==> src/rtl/pdm_rx_pkg.sv <==
package pdm_rx_pkg;

    typedef enum logic [1:0] {
        ST_OFF = 2'd0,
        ST_HI  = 2'd1,
        ST_LO  = 2'd2
    } mic_phase_e;

endpackage

==> src/rtl/pdm_phase_seq.sv <==
module pdm_phase_seq
    import pdm_rx_pkg::*;
#(
    parameter int WINDOW = 64
) (
    input  logic clk,
    input  logic rst_n,
    input  logic clk_en,
    output logic mic_clk,
    output logic hi_take,
    output logic lo_take,
    output logic win_done
);
    localparam int PW = $clog2(WINDOW);

    mic_phase_e      state_q, state_d;
    logic [PW-1:0]   pair_q;

    // State register
    always_ff @(posedge clk or negedge rst_n) begin
        if (!rst_n) state_q <= ST_OFF;
        else        state_q <= state_d;
    end

    // Next-state logic
    always_comb begin
        state_d = state_q;
        unique case (state_q)
            ST_OFF:  state_d = clk_en ? ST_HI : ST_OFF;
            ST_HI:   state_d = clk_en ? ST_LO : ST_OFF;
            ST_LO:   state_d = clk_en ? ST_HI : ST_OFF;
            default: state_d = ST_OFF;
        endcase
    end

    // Outputs: registered clock and pair position
    always_ff @(posedge clk or negedge rst_n) begin
        if (!rst_n) begin
            mic_clk <= 1'b0;
            pair_q  <= '0;
        end else begin
            mic_clk <= (state_d == ST_HI);
            if (!clk_en)
                pair_q <= '0;
            else if (state_q == ST_LO)
                pair_q <= pair_q + 1'b1;
        end
    end

    assign hi_take  = clk_en && (state_q == ST_HI);
    assign lo_take  = clk_en && (state_q == ST_LO);
    assign win_done = lo_take && (pair_q == PW'(WINDOW - 1));


    clk_off_low_chk: assert property (@(posedge clk) disable iff (!rst_n)
        !clk_en |=> !mic_clk);


    clk_toggle_chk: assert property (@(posedge clk) disable iff (!rst_n)
        (clk_en && mic_clk) |=> !mic_clk);


    clk_rise_chk: assert property (@(posedge clk) disable iff (!rst_n)
        (clk_en && !mic_clk && $past(clk_en) && $past(mic_clk)) |=> (mic_clk || !clk_en));

endmodule

==> src/rtl/pdm_ones_acc.sv <==
module pdm_ones_acc #(
    parameter int WINDOW = 64
) (
    input  logic                          clk,
    input  logic                          rst_n,
    input  logic                          clear,
    input  logic                          take,
    input  logic                          bit_in,
    input  logic                          win_done,
    output logic [$clog2(WINDOW+1)-1:0]   total
);
    localparam int CW = $clog2(WINDOW + 1);

    logic [CW-1:0] cnt_q;
    logic          inc;

    assign inc   = take && bit_in;
    assign total = cnt_q + CW'(inc);

    always_ff @(posedge clk or negedge rst_n) begin
        if (!rst_n)
            cnt_q <= '0;
        else if (clear || win_done)
            cnt_q <= '0;
        else if (inc)
            cnt_q <= cnt_q + 1'b1;
    end


    ones_range_chk: assert property (@(posedge clk) disable iff (!rst_n)
        cnt_q <= CW'(WINDOW));


    acc_cleared_chk: assert property (@(posedge clk) disable iff (!rst_n)
        clear |=> (cnt_q == '0));

endmodule

==> src/rtl/pdm_stereo_rx.sv <==
module pdm_stereo_rx #(
    parameter int WINDOW = 64,
    parameter int OUT_W  = 24
) (
    input  logic             clk,
    input  logic             rst_n,
    input  logic             clk_en,
    input  logic             high_is_left,
    input  logic             pdm_data,
    output logic             mic_clk,
    output logic             pcm_valid,
    output logic [OUT_W-1:0] pcm_left,
    output logic [OUT_W-1:0] pcm_right
);
    localparam int CW    = $clog2(WINDOW + 1);
    localparam int SHIFT = OUT_W - $clog2(WINDOW);
    localparam int NCH   = 2;

    logic          hi_take, lo_take, win_done;
    logic [CW-1:0] tot [NCH];
    logic          take [NCH];

    pdm_phase_seq #(.WINDOW(WINDOW)) u_seq (
        .clk      (clk),
        .rst_n    (rst_n),
        .clk_en   (clk_en),
        .mic_clk  (mic_clk),
        .hi_take  (hi_take),
        .lo_take  (lo_take),
        .win_done (win_done)
    );

    // channel 0 = left, channel 1 = right
    assign take[0] = high_is_left ? hi_take : lo_take;
    assign take[1] = high_is_left ? lo_take : hi_take;

    for (genvar c = 0; c < NCH; c++) begin : g_ch
        pdm_ones_acc #(.WINDOW(WINDOW)) u_acc (
            .clk      (clk),
            .rst_n    (rst_n),
            .clear    (!clk_en),
            .take     (take[c]),
            .bit_in   (pdm_data),
            .win_done (win_done),
            .total    (tot[c])
        );
    end

    function automatic logic [OUT_W-1:0] to_pcm(input logic [CW-1:0] k);
        logic signed [OUT_W+1:0] t;
        t = (signed'({{(OUT_W + 2 - CW){1'b0}}, k})
             - signed'((OUT_W + 2)'(WINDOW / 2))) <<< SHIFT;
        if (k >= CW'(WINDOW))
            return {1'b0, {(OUT_W - 1){1'b1}}};
        return t[OUT_W-1:0];
    endfunction

    always_ff @(posedge clk or negedge rst_n) begin
        if (!rst_n) begin
            pcm_valid <= 1'b0;
            pcm_left  <= '0;
            pcm_right <= '0;
        end else begin
            pcm_valid <= win_done;
            if (win_done) begin
                pcm_left  <= to_pcm(tot[0]);
                pcm_right <= to_pcm(tot[1]);
            end
        end
    end


    strobe_single_chk: assert property (@(posedge clk) disable iff (!rst_n)
        pcm_valid |=> !pcm_valid);


    pcm_hold_chk: assert property (@(posedge clk) disable iff (!rst_n)
        !pcm_valid |-> ($stable(pcm_left) && $stable(pcm_right)));


    no_strobe_off_chk: assert property (@(posedge clk) disable iff (!rst_n)
        !clk_en |=> !pcm_valid);

endmodule

==> config.mk <==
export PLATFORM = sky130hd
export DESIGN_NAME = pdm_stereo_rx
export DESIGN_NICKNAME = d
export VERILOG_FILES = /design/src/rtl/pdm_rx_pkg.sv /design/src/rtl/pdm_phase_seq.sv /design/src/rtl/pdm_ones_acc.sv /design/src/rtl/pdm_stereo_rx.sv
export SDC_FILE = /design/constraint.sdc
export NUM_CORES = 1
export LEC_CHECK = 0
export BUFFER_PORTS_ARGS = -buffer_cell sky130_fd_sc_hd__buf_2
export CORE_UTILIZATION = 30
export CTS_CLUSTER_DIAMETER = 60
export DETAILED_ROUTE_END_ITERATION = 16
export PLACE_DENSITY = 0.51
export SYNTH_ARGS = -nofsm -noshare
export SYNTH_HDL_FRONTEND = slang
export SYNTH_SLANG_ARGS = --single-unit
==> constraint.sdc <==
create_clock -name clk -period 2.8 [get_ports clk]
set_input_delay 0.42 -clock clk [delete_from_list [all_inputs] [get_ports clk]]
set_output_delay 0.42 -clock clk [all_outputs]
set_load 0.02 [all_outputs]
## Word-level counts from Yosys, hierarchy flattened

Index checks and enable logic that the tools add are counted.

- Reduce and logical (&&, ||, !) cells: 11
- $add $sub $neg: 7
- Equal/unequal tests: 5
- Muxes and demuxes: 19
- Order comparisons: 2

Operators with widths:

| cell | number |
|---|---|
| 24-bit two-way mux | 4 |
| 7-bit two-way mux | 4 |
| 7-bit by 1-bit adder with 7-bit output | 2 |
| 7-bit by 1-bit adder with 7-bit output (second input constant) | 2 |
| 7-bit >= comparator (second input constant) | 2 |
| 6-bit two-way mux | 2 |
| 6-bit subtractor (second input constant) | 2 |
| 1-bit two-way mux | 7 |
| 6-bit by 1-bit adder with 6-bit output (second input constant) | 1 |
| 6-bit equality test (second input constant) | 1 |
| 1-bit logical AND | 5 |
| 2-bit by 1-bit equality test with 1-bit output (second input constant) | 2 |
| 2-bit one-hot mux with 2 select lines | 1 |
| 2-bit nonzero test | 2 |
| 2-bit equality test (second input constant) | 1 |
| 2-bit logical NOT | 1 |
| 2-bit two-way mux | 1 |
| 2-bit by 1-bit != test with 1-bit output (second input constant) | 1 |
| 2-bit OR reduction | 1 |
| 1-bit logical NOT | 1 |
| 1-bit logical OR | 1 |

- Bits of input ports: 5
- Register bits: 72
- Output and inout bits: 50

## Longest topological paths before layout

Gate-level depths: netlist of run 1.

- Word-level depth: 9
- Depth in mapped cells: 8
- Mapped depth without buffers: 8

## Hierarchy

From an unflattened synthesis of run 1, not the netlist that was laid out.

- Cell total of the unflattened synthesis: 230
- Area total of the unflattened synthesis: 2245.9 sq um

By module, submodules not included:

| module | cells each | area each (sq um) | sequential area each (sq um) | times used |
|---|---|---|---|---|
| pdm_stereo_rx | 91 | 954.7 | 375.4 | 1 |
| pdm_ones_acc | 50 | 445.4 | 175.2 | 2 |
| pdm_phase_seq | 39 | 400.4 | 200.2 | 1 |

## Worst setup path after synthesis of run 1

Ideal clock, no wire load.

- Kind: reg2reg
- From: reg u_seq.state_q[0]
- To: reg pcm_left[23]
- Required time: 2732 ps
- Setup slack: 431 ps
- Arrival time: 2302 ps
- Path buffers: 0
- Library setup time: 68 ps
- Cell stages (with the launch flop): 9
- Clock period less this slack: 2369 ps
- Path through: dfrtp_1 -> or3b_4 -> a21oi_2 -> ha_1 -> ha_1 -> nand3_1 -> nor2_1 -> xnor2_1 -> a32o_1

- Cells in the longest elaborated chain, start to end: 9

Ends and longest elaborated chain:

| element | RTL line | RTL |
|---|---|---|
| start: declaration | pdm_phase_seq.sv:16 | `mic_phase_e state_q, state_d;` |
| start signal: assignment | pdm_phase_seq.sv:22 | `else state_q <= state_d;` |
| 2-bit equality test / 2-bit by 1-bit equality test with 1-bit output (equally long branches) | pdm_phase_seq.sv:51, pdm_phase_seq.sv:50 |  |
| 1-bit logical AND (on tied branches) | pdm_phase_seq.sv:51, pdm_phase_seq.sv:50 |  |
| 1-bit two-way mux | pdm_stereo_rx.sv:34 | `assign take[0] = high_is_left ? hi_take : lo_take;` |
| 1-bit logical AND | pdm_ones_acc.sv:17 | `assign inc = take && bit_in;` |
| 7-bit by 1-bit adder with 7-bit output | pdm_ones_acc.sv:18 | `assign total = cnt_q + CW'(inc);` |
| 7-bit >= comparator | pdm_stereo_rx.sv:53 | `if (k >= CW'(WINDOW))` |
| 1-bit two-way mux | pdm_stereo_rx.sv:53 |  |
| 1-bit two-way mux | pdm_stereo_rx.sv:65 | `if (win_done) begin` |
| 24-bit two-way mux | pdm_stereo_rx.sv:55 | `return t[OUT_W-1:0];` |
| end signal: assignment | pdm_stereo_rx.sv:66 | `pcm_left <= to_pcm(tot[0]);` |
| end: declaration | pdm_stereo_rx.sv:12 | `output logic [OUT_W-1:0] pcm_left,` |

Several ways; a longest one is shown, not always the timed one. The select of a mux whose other input is x is not followed.
A chain may end at the register's enable or synchronous reset.

## Final worst setup path of run 1

Same ends and word-level chain as after synthesis.

==> results.json, run 1 <==
{
  "cp_num_buf_inv": 0,
  "netlist_area_um2": 2170,
  "port_buffers": 54,
  "rrSetupSlack_ns": 0.29,
  "synthFlopType": "dfrtp_1",
  "arrival_ns": 2.74,
  "cp_common_cell": "ha_1",
  "cts-hold-fix-buffers": 0,
  "die-area_um2": 7570,
  "period_share_pct": 89.7,
  "cp_slowest_cell": "or3b_4",
  "p_clk_share_pct": 40.3,
  "max_cap_viol_count": 0,
  "cts_max_level": 2,
  "cts.sinks": 37,
  "gp_congestion": 0.749,
  "grt_pass1_vias": 1423,
  "seq_area_frac_synth_pct": 42.7,
  "syn-instance-count": 216,
  "area_growth_pct": 11.1,
  "post-route-min-period_ns": 2.51,
  "tightest_slew_ns": 0.827,
  "synth_edf_count": 0,
  "cp_max_fo": 11,
  "core_area_um2": 6870,
  "r2r_start": "u_seq.state_q[0]$_DFF_PN0_",
  "relSlewSlack_pct": 44.9,
  "p_seq_share_pct": 54.9,
  "hp-class": "in -> async",
  "p_sw_mw": 0.238,
  "initial_utilization_pct": 31.5,
  "status": "finished clean",
  "fin_skew_ns": 0.00718,
  "finalHoldViolCount": 0,
  "cts_buffers": 5,
  "clock_latency_ns": 0.29,
  "syn_nets": 228,
  "ys_types": 37,
  "max-vdd-ir-drop_mv": 0.181,
  "yosys_warnings": 0,
  "clock.fmax_ghz": 0.398,
  "dr.pass1.iters": 4,
  "syn_area_per_cell_um2": 10.0,
  "total_leakage_power_nw": 1.21,
  "drc_errors": 0,
  "powerDensity_nw_per_um2": 411,
  "worstPathRequired_ns": 3.02,
  "clockBufferDepth": 2,
  "rsz0062_at_grt": "no",
  "setup_tns_ns": 0,
  "dpl_cell_area_um2": 2300,
  "dieHeight_um": 87.0,
  "internal_power_mw": 0.752,
  "dp.final_hpwl_um": 2910,
  "n_antenna_cell": 0,
  "placementRows": 30,
  "crit_path_start_kind": "flop",
  "switching_share_pct": 24.0,
  "cp_top_family": "simple AND/OR/NAND/NOR gates",
  "path_class": "reg -> reg",
  "clk_pin_slew_ns": 0.08,
  "ios": 55,
  "fin_nets": 253,
  "grt_pass1_wl_um": 6880,
  "wl_per_cell_um": 11.7,
  "finalSetupViolCount": 0,
  "die_w_um": 87.0,
  "antenna_found_initial": 0,
  "ff2ff_path_depth": 8,
  "rr_endpoint": "pcm_left[23]$_DFFE_PN0P_",
  "grt_max_degree": 38,
  "vias_per_cell": 4.47,
  "async_flop_share_pct": 100,
  "critPathMaxStageDelay_ns": 0.49,
  "design_area_um2": 2410,
  "drtIter0Drc": 68,
  "final_max_slew_viol_count": 0,
  "final_common_cell": "buf_2",
  "combPwrFrac_pct": 4.8,
  "cts_tree": "built",
  "antenna_left": 0,
  "final_cell_mix": "buf_2, dfrtp_1, nor2_1",
  "end_kind": "flop",
  "clock-root-buffer": "clkbuf_8",
  "grt_util_all_layers_pct": 11.8,
  "layout-drive-gt1-share_pct": 30.2,
  "synth_seq_cells": 37,
  "cts_resized": 0,
  "vias": 1511,
  "crit_chain": "or3b_4 -> a21oi_2 -> ha_1 -> ha_1 -> nand3_1 -> nor2_1 -> xnor2_1 -> a32o_1",
  "post_cts_buffers": 0,
  "grt_overflow": 0,
  "drt_wl_total_um": 3950
}
==> how the worst max path moves through the flow <==
stage                               startpoint                   endpoint  slack [ns]  cells past startpoint
finish              u_seq.state_q[0]$_DFF_PN0_   pcm_left[23]$_DFFE_PN0P_        0.29                      8
global route        u_seq.state_q[0]$_DFF_PN0_   pcm_left[20]$_DFFE_PN0P_        0.08                      8
CTS                 u_seq.state_q[0]$_DFF_PN0_  pcm_right[20]$_DFFE_PN0P_        0.23                      8
detailed placement                high_is_left  pcm_right[20]$_DFFE_PN0P_        0.20                      9
global placement                  high_is_left  pcm_right[23]$_DFFE_PN0P_        0.28                      9
floorplan           u_seq.state_q[0]$_DFF_PN0_   pcm_left[23]$_DFFE_PN0P_        0.43                      8
==> cells in the mapped netlist (2+ instances only) <==
cell	instances	area share (%)
nand3b_1	2	0.69
a21oi_2	2	0.81
o21ai_0	2	0.46
a21oi_1	6	1.4
a2111oi_4	2	2.5
and2_1	6	1.7
nor3_1	2	0.46
ha_1	7	4.0
inv_1	2	0.35
xnor2_1	16	6.5
a211oi_1	4	1.4
dfrtp_1	37	43
buf_4	34	12
a32o_1	2	0.92
buf_2	2	0.46
nand3_1	8	1.8
nor2b_1	3	0.87
xor2_1	8	3.2
mux2i_1	3	1.4
o2111ai_1	2	0.81
nand2_1	10	1.7
and3b_1	2	0.81
a31oi_1	5	1.4
clkbuf_1	3	0.52
and3_1	3	0.87
nor2_1	32	5.5
==> power groups by stage <==
stage | Combinational, mW | Sequential [mW] | Clock (mW)
after floorplan | 0.0252 | 0.554 | 0
after global placement | 0.0487 | 0.554 | 0
after detailed placement | 0.0491 | 0.555 | 0
after CTS | 0.0496 | 0.544 | 0.416
after global routing | 0.0551 | 0.545 | 0.439
final | 0.0475 | 0.544 | 0.399
==> through the flow <==
step / total power, mW / worst slack [ns] / utilization [%] / instances / hold slack (ns)
floorplan: 0.580 / 0.431 / - / 216 / 0.124
detailed placement: 0.604 / 0.200 / 33.5 / 330 / 0.466
global route: 1.04 / 0.0791 / 35.0 / 338 / 0.297
finish: 0.990 / 0.288 / 35.0 / 338 / 0.228
global placement: 0.603 / 0.284 / 33.5 / 330 / 0.458
CTS: 1.01 / 0.230 / 34.9 / 338 / 0.266
==> final cells by class <==
| type | count | area [um2] |
|---|---|---|
| fill | 731 | 4460 |
| sequential | 37 | 926 |
| multi-input combinational | 138 | 965 |
| clock inverter | 2 | 13.8 |
| timing repair buffer | 57 | 293 |
| tap | 96 | 120 |
| clock buffer | 6 | 82.6 |
| inverter | 2 | 7.51 |
==> flip-flops by register name, summed over array words and instances (netlist names) <==
name	cells
g_ch.u_acc.cnt_q	14
pcm_left	7
pcm_right	7
u_seq.pair_q	6
u_seq.state_q	2
pcm_valid	1
==> logic make-up after synthesis <==
| logic type | share of synthesized area (%) |
|---|---|
| AND/OR/NAND/NOR | 17.0 |
| buffers and inverters | 13.1 |
| flip-flops | 42.7 |
| AO/OA/AOI/OAI | 12.1 |
| XOR/XNOR | 9.70 |
| adder cells (fa/ha/maj) | 4.04 |
| multiplexers | 1.39 |
==> layer usage <==
layer | up-vias | global-route usage, % | share of wire (%)
li1 | 761 | - | -
met1 | 690 | 16.6 | 52
met2 | 55 | 17.5 | 41
met3 | 5 | 3.03 | 6.2
met4 | 0 | 3.64 | 1.1
met5 | - | 0 | 0
No activity file was read; power rests on OpenSTA's default activity.
==> run 2, diff against run 1 <==
--- a/config.mk
+++ b/config.mk
@@ -6,10 +6,13 @@
 export NUM_CORES = 1
 export LEC_CHECK = 0
 export BUFFER_PORTS_ARGS = -buffer_cell sky130_fd_sc_hd__buf_2
+export CELL_PAD_IN_SITES_DETAIL_PLACEMENT = 1
+export CELL_PAD_IN_SITES_GLOBAL_PLACEMENT = 1
 export CORE_UTILIZATION = 30
 export CTS_CLUSTER_DIAMETER = 60
 export DETAILED_ROUTE_END_ITERATION = 16
-export PLACE_DENSITY = 0.51
+export GPL_ROUTABILITY_DRIVEN = 0
+export PLACE_DENSITY = 0.63
 export SYNTH_ARGS = -nofsm -noshare
 export SYNTH_HDL_FRONTEND = slang
 export SYNTH_SLANG_ARGS = --single-unit
==> run 2 against run 1 <==
- wire length rose by 8.8%
- non-clock buffer count grew 1
- utilization is 0.11 points higher
- design area is 0.31% higher
- largest power group unchanged
- highest routed layer unchanged
==> results.json, run 2 (synthesis gave the netlist of run 1 again) <==
{
  "status": "finished clean",
  "die-area_um2": 7570,
  "arrival_ns": 2.79,
  "cts.sinks": 37,
  "antenna_found_initial": 0,
  "grt_max_degree": 38,
  "switching_share_pct": 22.1,
  "path_class": "reg -> reg",
  "grt_overflow": 0,
  "rr_endpoint": "pcm_right[23]$_DFFE_PN0P_",
  "cts_buffers": 5,
  "grt_pass1_wl_um": 7040,
  "relSlewSlack_pct": 44.8,
  "clk_pin_slew_ns": 0.08,
  "finalSetupViolCount": 0,
  "largest_registers": "g_ch.u_acc.cnt_q x14, pcm_left x7, pcm_right x7",
  "placementRows": 30,
  "die_w_um": 87.0,
  "vias_per_cell": 4.56,
  "post-route-min-period_ns": 2.57,
  "rsz0062_at_grt": "no",
  "tightest_slew_ns": 0.828,
  "ff2ff_path_depth": 8,
  "layout-drive-gt1-share_pct": 29.8,
  "cts_resized": 0,
  "period_share_pct": 91.7,
  "final_cell_mix": "buf_2, dfrtp_1, nor2_1",
  "wl_met3_um": 239,
  "drt-met1-wl_um": 2160,
  "area_growth_pct": 11.4,
  "antenna_left": 0,
  "setup_ws_ns": 0.233,
  "total_leakage_power_nw": 1.22,
  "end_kind": "flop",
  "hold_slack_ns": 0.236,
  "ios": 55,
  "dp_slack_ns": 0.210,
  "top_layer": "met4",
  "clockBufferDepth": 2,
  "hp-class": "in -> async",
  "wl_per_cell_um": 12.7,
  "clock.fmax_ghz": 0.390,
  "port_buffers": 54,
  "drtIter0Drc": 50,
  "fin_skew_ns": 0.00761,
  "largest_reg_flops": 14,
  "final_common_cell": "buf_2",
  "drc_errors": 0,
  "internal_power_mw": 0.813,
  "powerDensity_nw_per_um2": 432,
  "rrSetupSlack_ns": 0.23,
  "dp.final_hpwl_um": 3160,
  "clock_latency_ns": 0.28,
  "p_sw_mw": 0.230,
  "dr.pass1.iters": 3,
  "cp_max_fo": 11,
  "core_area_um2": 6870,
  "dieHeight_um": 87.0,
  "p_clk_share_pct": 43.0,
  "cts_tree": "built",
  "fin_nets": 254,
  "r2r_start": "u_seq.state_q[0]$_DFF_PN0_",
  "finalHoldViolCount": 0,
  "post_cts_buffers": 0,
  "crit_path_start_kind": "flop",
  "drt_wl_total_um": 4300,
  "setup_tns_ns": 0,
  "n_antenna_cell": 0,
  "clock-root-buffer": "clkbuf_8",
  "max-vdd-ir-drop_mv": 0.278,
  "cts_max_level": 2,
  "grt_pass1_vias": 1490,
  "final_cells": 338,
  "combPwrFrac_pct": 4.8,
  "final_max_slew_viol_count": 0,
  "initial_utilization_pct": 31.5,
  "worstPathRequired_ns": 3.02,
  "dp.cells": 331,
  "max_cap_viol_count": 0,
  "crit_start": "u_seq.state_q[0]$_DFF_PN0_",
  "regMostFlops": "g_ch.u_acc.cnt_q",
  "cts-hold-fix-buffers": 0,
  "p_total_mw": 1.04,
  "p_seq_share_pct": 52.2,
  "grt_util_all_layers_pct": 11.9,
  "vias": 1540,
  "wl_met2_um": 1870
}
## run 2: cell count changes in the layout (fill, tap and decap cells not counted)
cell,before,now
xor2_2,1,0
clkinv_4,1,0
xor2_1,7,8
bufinv_16,0,1
clkbuf_8,6,5
buf_4,3,4
## run 2: critical path: stages, from the launching register on
cell and delay [ns]:
dfrtp_1 0.52, or3b_1 0.47, a21oi_2 0.26, ha_1 0.21, ha_1 0.18, and3_1 0.21, nand2_1 0.08, xor2_1 0.36
a32o_1 0.22
## run 2: area by class of cell
type | count | area, um2
fillers | 820 | 4450
multi-input cells | 138 | 957
flip-flops and latches | 37 | 926
repair buffers | 58 | 300
well taps | 96 | 120
clock buffers | 5 | 68.8
clock inverters | 2 | 35.0
inverters | 2 | 7.51
## run 2: worst max-delay path by stage
stage / slack (ns) / depth (start not counted) / to
floorplan: 0.43 / 8 / pcm_left[23]$_DFFE_PN0P_
global placement: 0.24 / 9 / pcm_right[23]$_DFFE_PN0P_
detailed placement: 0.21 / 9 / pcm_right[20]$_DFFE_PN0P_
CTS: 0.22 / 8 / pcm_right[23]$_DFFE_PN0P_
global route: 0.006 / 8 / pcm_right[21]$_DFFE_PN0P_
finish: 0.23 / 8 / pcm_right[23]$_DFFE_PN0P_
## run 2: power groups by stage
stage / registers (mW) / logic [mW] / clock network [mW]
6_report: 0.545 / 0.0496 / 0.448
5_1_grt: 0.545 / 0.0560 / 0.482
4_1_cts: 0.545 / 0.0516 / 0.466
3_5_place_dp: 0.555 / 0.0510 / 0
3_3_place_gp: 0.554 / 0.0500 / 0
2_1_floorplan: 0.554 / 0.0252 / 0
## run 2: per-layer routing
metal | global-route usage [%] | vias to the layer above
li1 | - | 755
met1 | 16.1 | 737
met2 | 19.2 | 46
met3 | 2.84 | 2
met4 | 3.18 | 0
met5 | 0 | -
## run 2: stage by stage
| step | instance area (um2) | utilization [%] |
|---|---|---|
| final | 2410 | 35.2 |
| after global routing | 2410 | 35.2 |
| after CTS | 2410 | 35.2 |
| after detailed placement | 2310 | 33.6 |
| after global placement | 2310 | 33.6 |
| after floorplan | 2170 | - |
==> run 3, diff against run 2 <==
--- a/config.mk
+++ b/config.mk
@@ -13,6 +13,7 @@
 export DETAILED_ROUTE_END_ITERATION = 16
 export GPL_ROUTABILITY_DRIVEN = 0
 export PLACE_DENSITY = 0.63
+export SETUP_SLACK_MARGIN = 0.4
 export SYNTH_ARGS = -nofsm -noshare
 export SYNTH_HDL_FRONTEND = slang
 export SYNTH_SLANG_ARGS = --single-unit
==> run 3 against run 2 <==
- register-to-register slack gained 0.31 ns
- setup slack gained 0.31 ns
- combinational power increased by 13%
- wire length rose by 1.3%
- hold slack better by 0.0012 ns
- cell count is 1.2% higher
- count of clock-buffer cells in the layout unchanged
- die area stayed put
- global-route usage down 0.054 points
==> results.json, run 3 (synthesis gave the netlist of run 1 again) <==
{
  "status": "finished clean",
  "cts-hold-fix-buffers": 0,
  "die_w_um": 87.0,
  "end_kind": "flop",
  "hp-class": "in -> async",
  "cp_max_fo": 7,
  "cts_tree": "built",
  "clock-root-buffer": "clkbuf_8",
  "crit_end": "pcm_right[23]$_DFFE_PN0P_",
  "grt_pass1_vias": 1477,
  "port_buffers": 54,
  "max-vdd-ir-drop_mv": 0.308,
  "setup_tns_ns": 0,
  "final_cell_mix": "buf_2, dfrtp_1, nor2_1",
  "final_max_slew_viol_count": 0,
  "tightest_slew_ns": 0.830,
  "design_area_um2": 2490,
  "r2r_start": "u_seq.state_q[1]$_DFF_PN0_",
  "finalSetupViolCount": 0,
  "regMostFlops": "g_ch.u_acc.cnt_q",
  "dieHeight_um": 87.0,
  "wl_per_cell_um": 12.7,
  "total_leakage_power_nw": 1.24,
  "core_area_um2": 6870,
  "grt_overflow": 0,
  "fin_nets": 258,
  "max_cap_viol_count": 0,
  "antenna_left": 0,
  "vias": 1552,
  "arrival_ns": 2.44,
  "area_growth_pct": 14.8,
  "drtIter0Drc": 46,
  "grt_pass1_wl_um": 7000,
  "rrSetupSlack_ns": 0.54,
  "final_cells": 342,
  "hold_slack_ns": 0.237,
  "cts_buffers": 5,
  "n_antenna_cell": 0,
  "dr.pass1.iters": 3,
  "final_common_cell": "buf_2",
  "largest_reg_flops": 14,
  "fin_skew_ns": 0.00824,
  "clockBufferDepth": 2,
  "worstPathRequired_ns": 2.98,
  "grt_max_degree": 38,
  "dpl_cell_area_um2": 2310,
  "clock.fmax_ghz": 0.443,
  "rsz0062_at_grt": "no",
  "largest_registers": "g_ch.u_acc.cnt_q x14, pcm_left x7, pcm_right x7",
  "dp.cells": 331,
  "powerDensity_nw_per_um2": 421,
  "period_share_pct": 80.6,
  "vias_per_cell": 4.54,
  "clk_pin_slew_ns": 0.08,
  "crit_start": "u_seq.state_q[1]$_DFF_PN0_",
  "setup_ws_ns": 0.542,
  "placementRows": 30,
  "path_class": "reg -> reg",
  "dp_slack_ns": 0.210,
  "initial_utilization_pct": 31.5,
  "crit_path_start_kind": "flop",
  "rr_endpoint": "pcm_right[23]$_DFFE_PN0P_",
  "clock_latency_ns": 0.28,
  "drc_errors": 0,
  "layout-drive-gt1-share_pct": 33.7,
  "relSlewSlack_pct": 44.7,
  "dp.final_hpwl_um": 3160,
  "die-area_um2": 7570,
  "ios": 55,
  "cts.sinks": 37,
  "grt_util_all_layers_pct": 11.9,
  "antenna_found_initial": 0,
  "finalHoldViolCount": 0,
  "post-route-min-period_ns": 2.26,
  "ff2ff_path_depth": 8,
  "cts_max_level": 2,
  "drt_wl_total_um": 4360
}
-- run 3: changes by cell type in the layout (fill, tap and decap cells not counted), sizes merged --
| cell | before | now |
|---|---|---|
| buf | 58 | 62 |
-- run 3: worst min-delay path by stage --
stage                                    endpoint  slack (ns)  cells after the start
6_report              u_seq.pair_q[3]$_DFFE_PN0P_        0.24                      1
5_1_grt        g_ch[1].u_acc.cnt_q[4]$_DFFE_PN0P_        0.31                      1
4_1_cts        g_ch[1].u_acc.cnt_q[4]$_DFFE_PN0P_        0.27                      1
3_5_place_dp            pcm_right[22]$_DFFE_PN0P_        0.47                      2
3_3_place_gp            pcm_right[22]$_DFFE_PN0P_        0.45                      2
2_1_floorplan  g_ch[0].u_acc.cnt_q[0]$_DFFE_PN0P_        0.12                      0
-- run 3: report_power, final --
| group | internal, mW | total, mW | switching, mW |
|---|---|---|---|
| clock | 0.259 | 0.447 | 0.188 |
| combinational | 0.0197 | 0.0558 | 0.0361 |
| sequential | 0.538 | 0.544 | 0.00598 |
-- run 3: critical path, cell delays in order (launching register included) --
cell and delay (ns):
dfrtp_2 0.44, or3b_4 0.44, a21oi_2 0.18, ha_1 0.19, ha_1 0.18, and3_1 0.23
nand2_2 0.10, xor2_4 0.18, a32o_1 0.23
-- run 3: metrics by stage --
stage               util [%]  power, mW
detailed placement      33.6      0.606
floorplan                  -      0.580
finish                  36.2       1.05
CTS                     35.6       1.06
global placement        33.6      0.604
global route            36.2       1.09
-- run 3: final cells by class --
type,instances,area (um2)
fill,820,4380
multi-input combinational,138,998
tap,96,120
timing repair buffer,62,330
sequential,37,928
clock inverter,2,35.0
clock buffer,5,68.8
inverter,2,7.51
-- run 3: what timing repair did --
action / CTS / global route
pin swaps: 1 / 1
endpoints found under the setup margin: 13 / 13
buffers inserted: 1 / 3
endpoints found under the hold margin: 0 / 0
gates resized for setup: 4 / 5
gates cloned: 0 / 0
-- run 3: layer usage --
layer	global-route usage [%]	vias to the layer above	share of wire (%)
met3	2.84	2	5.4
met2	19.2	46	45
li1	-	764	-
met1	15.9	740	49
met5	0	-	0
met4	3.18	0	0.51
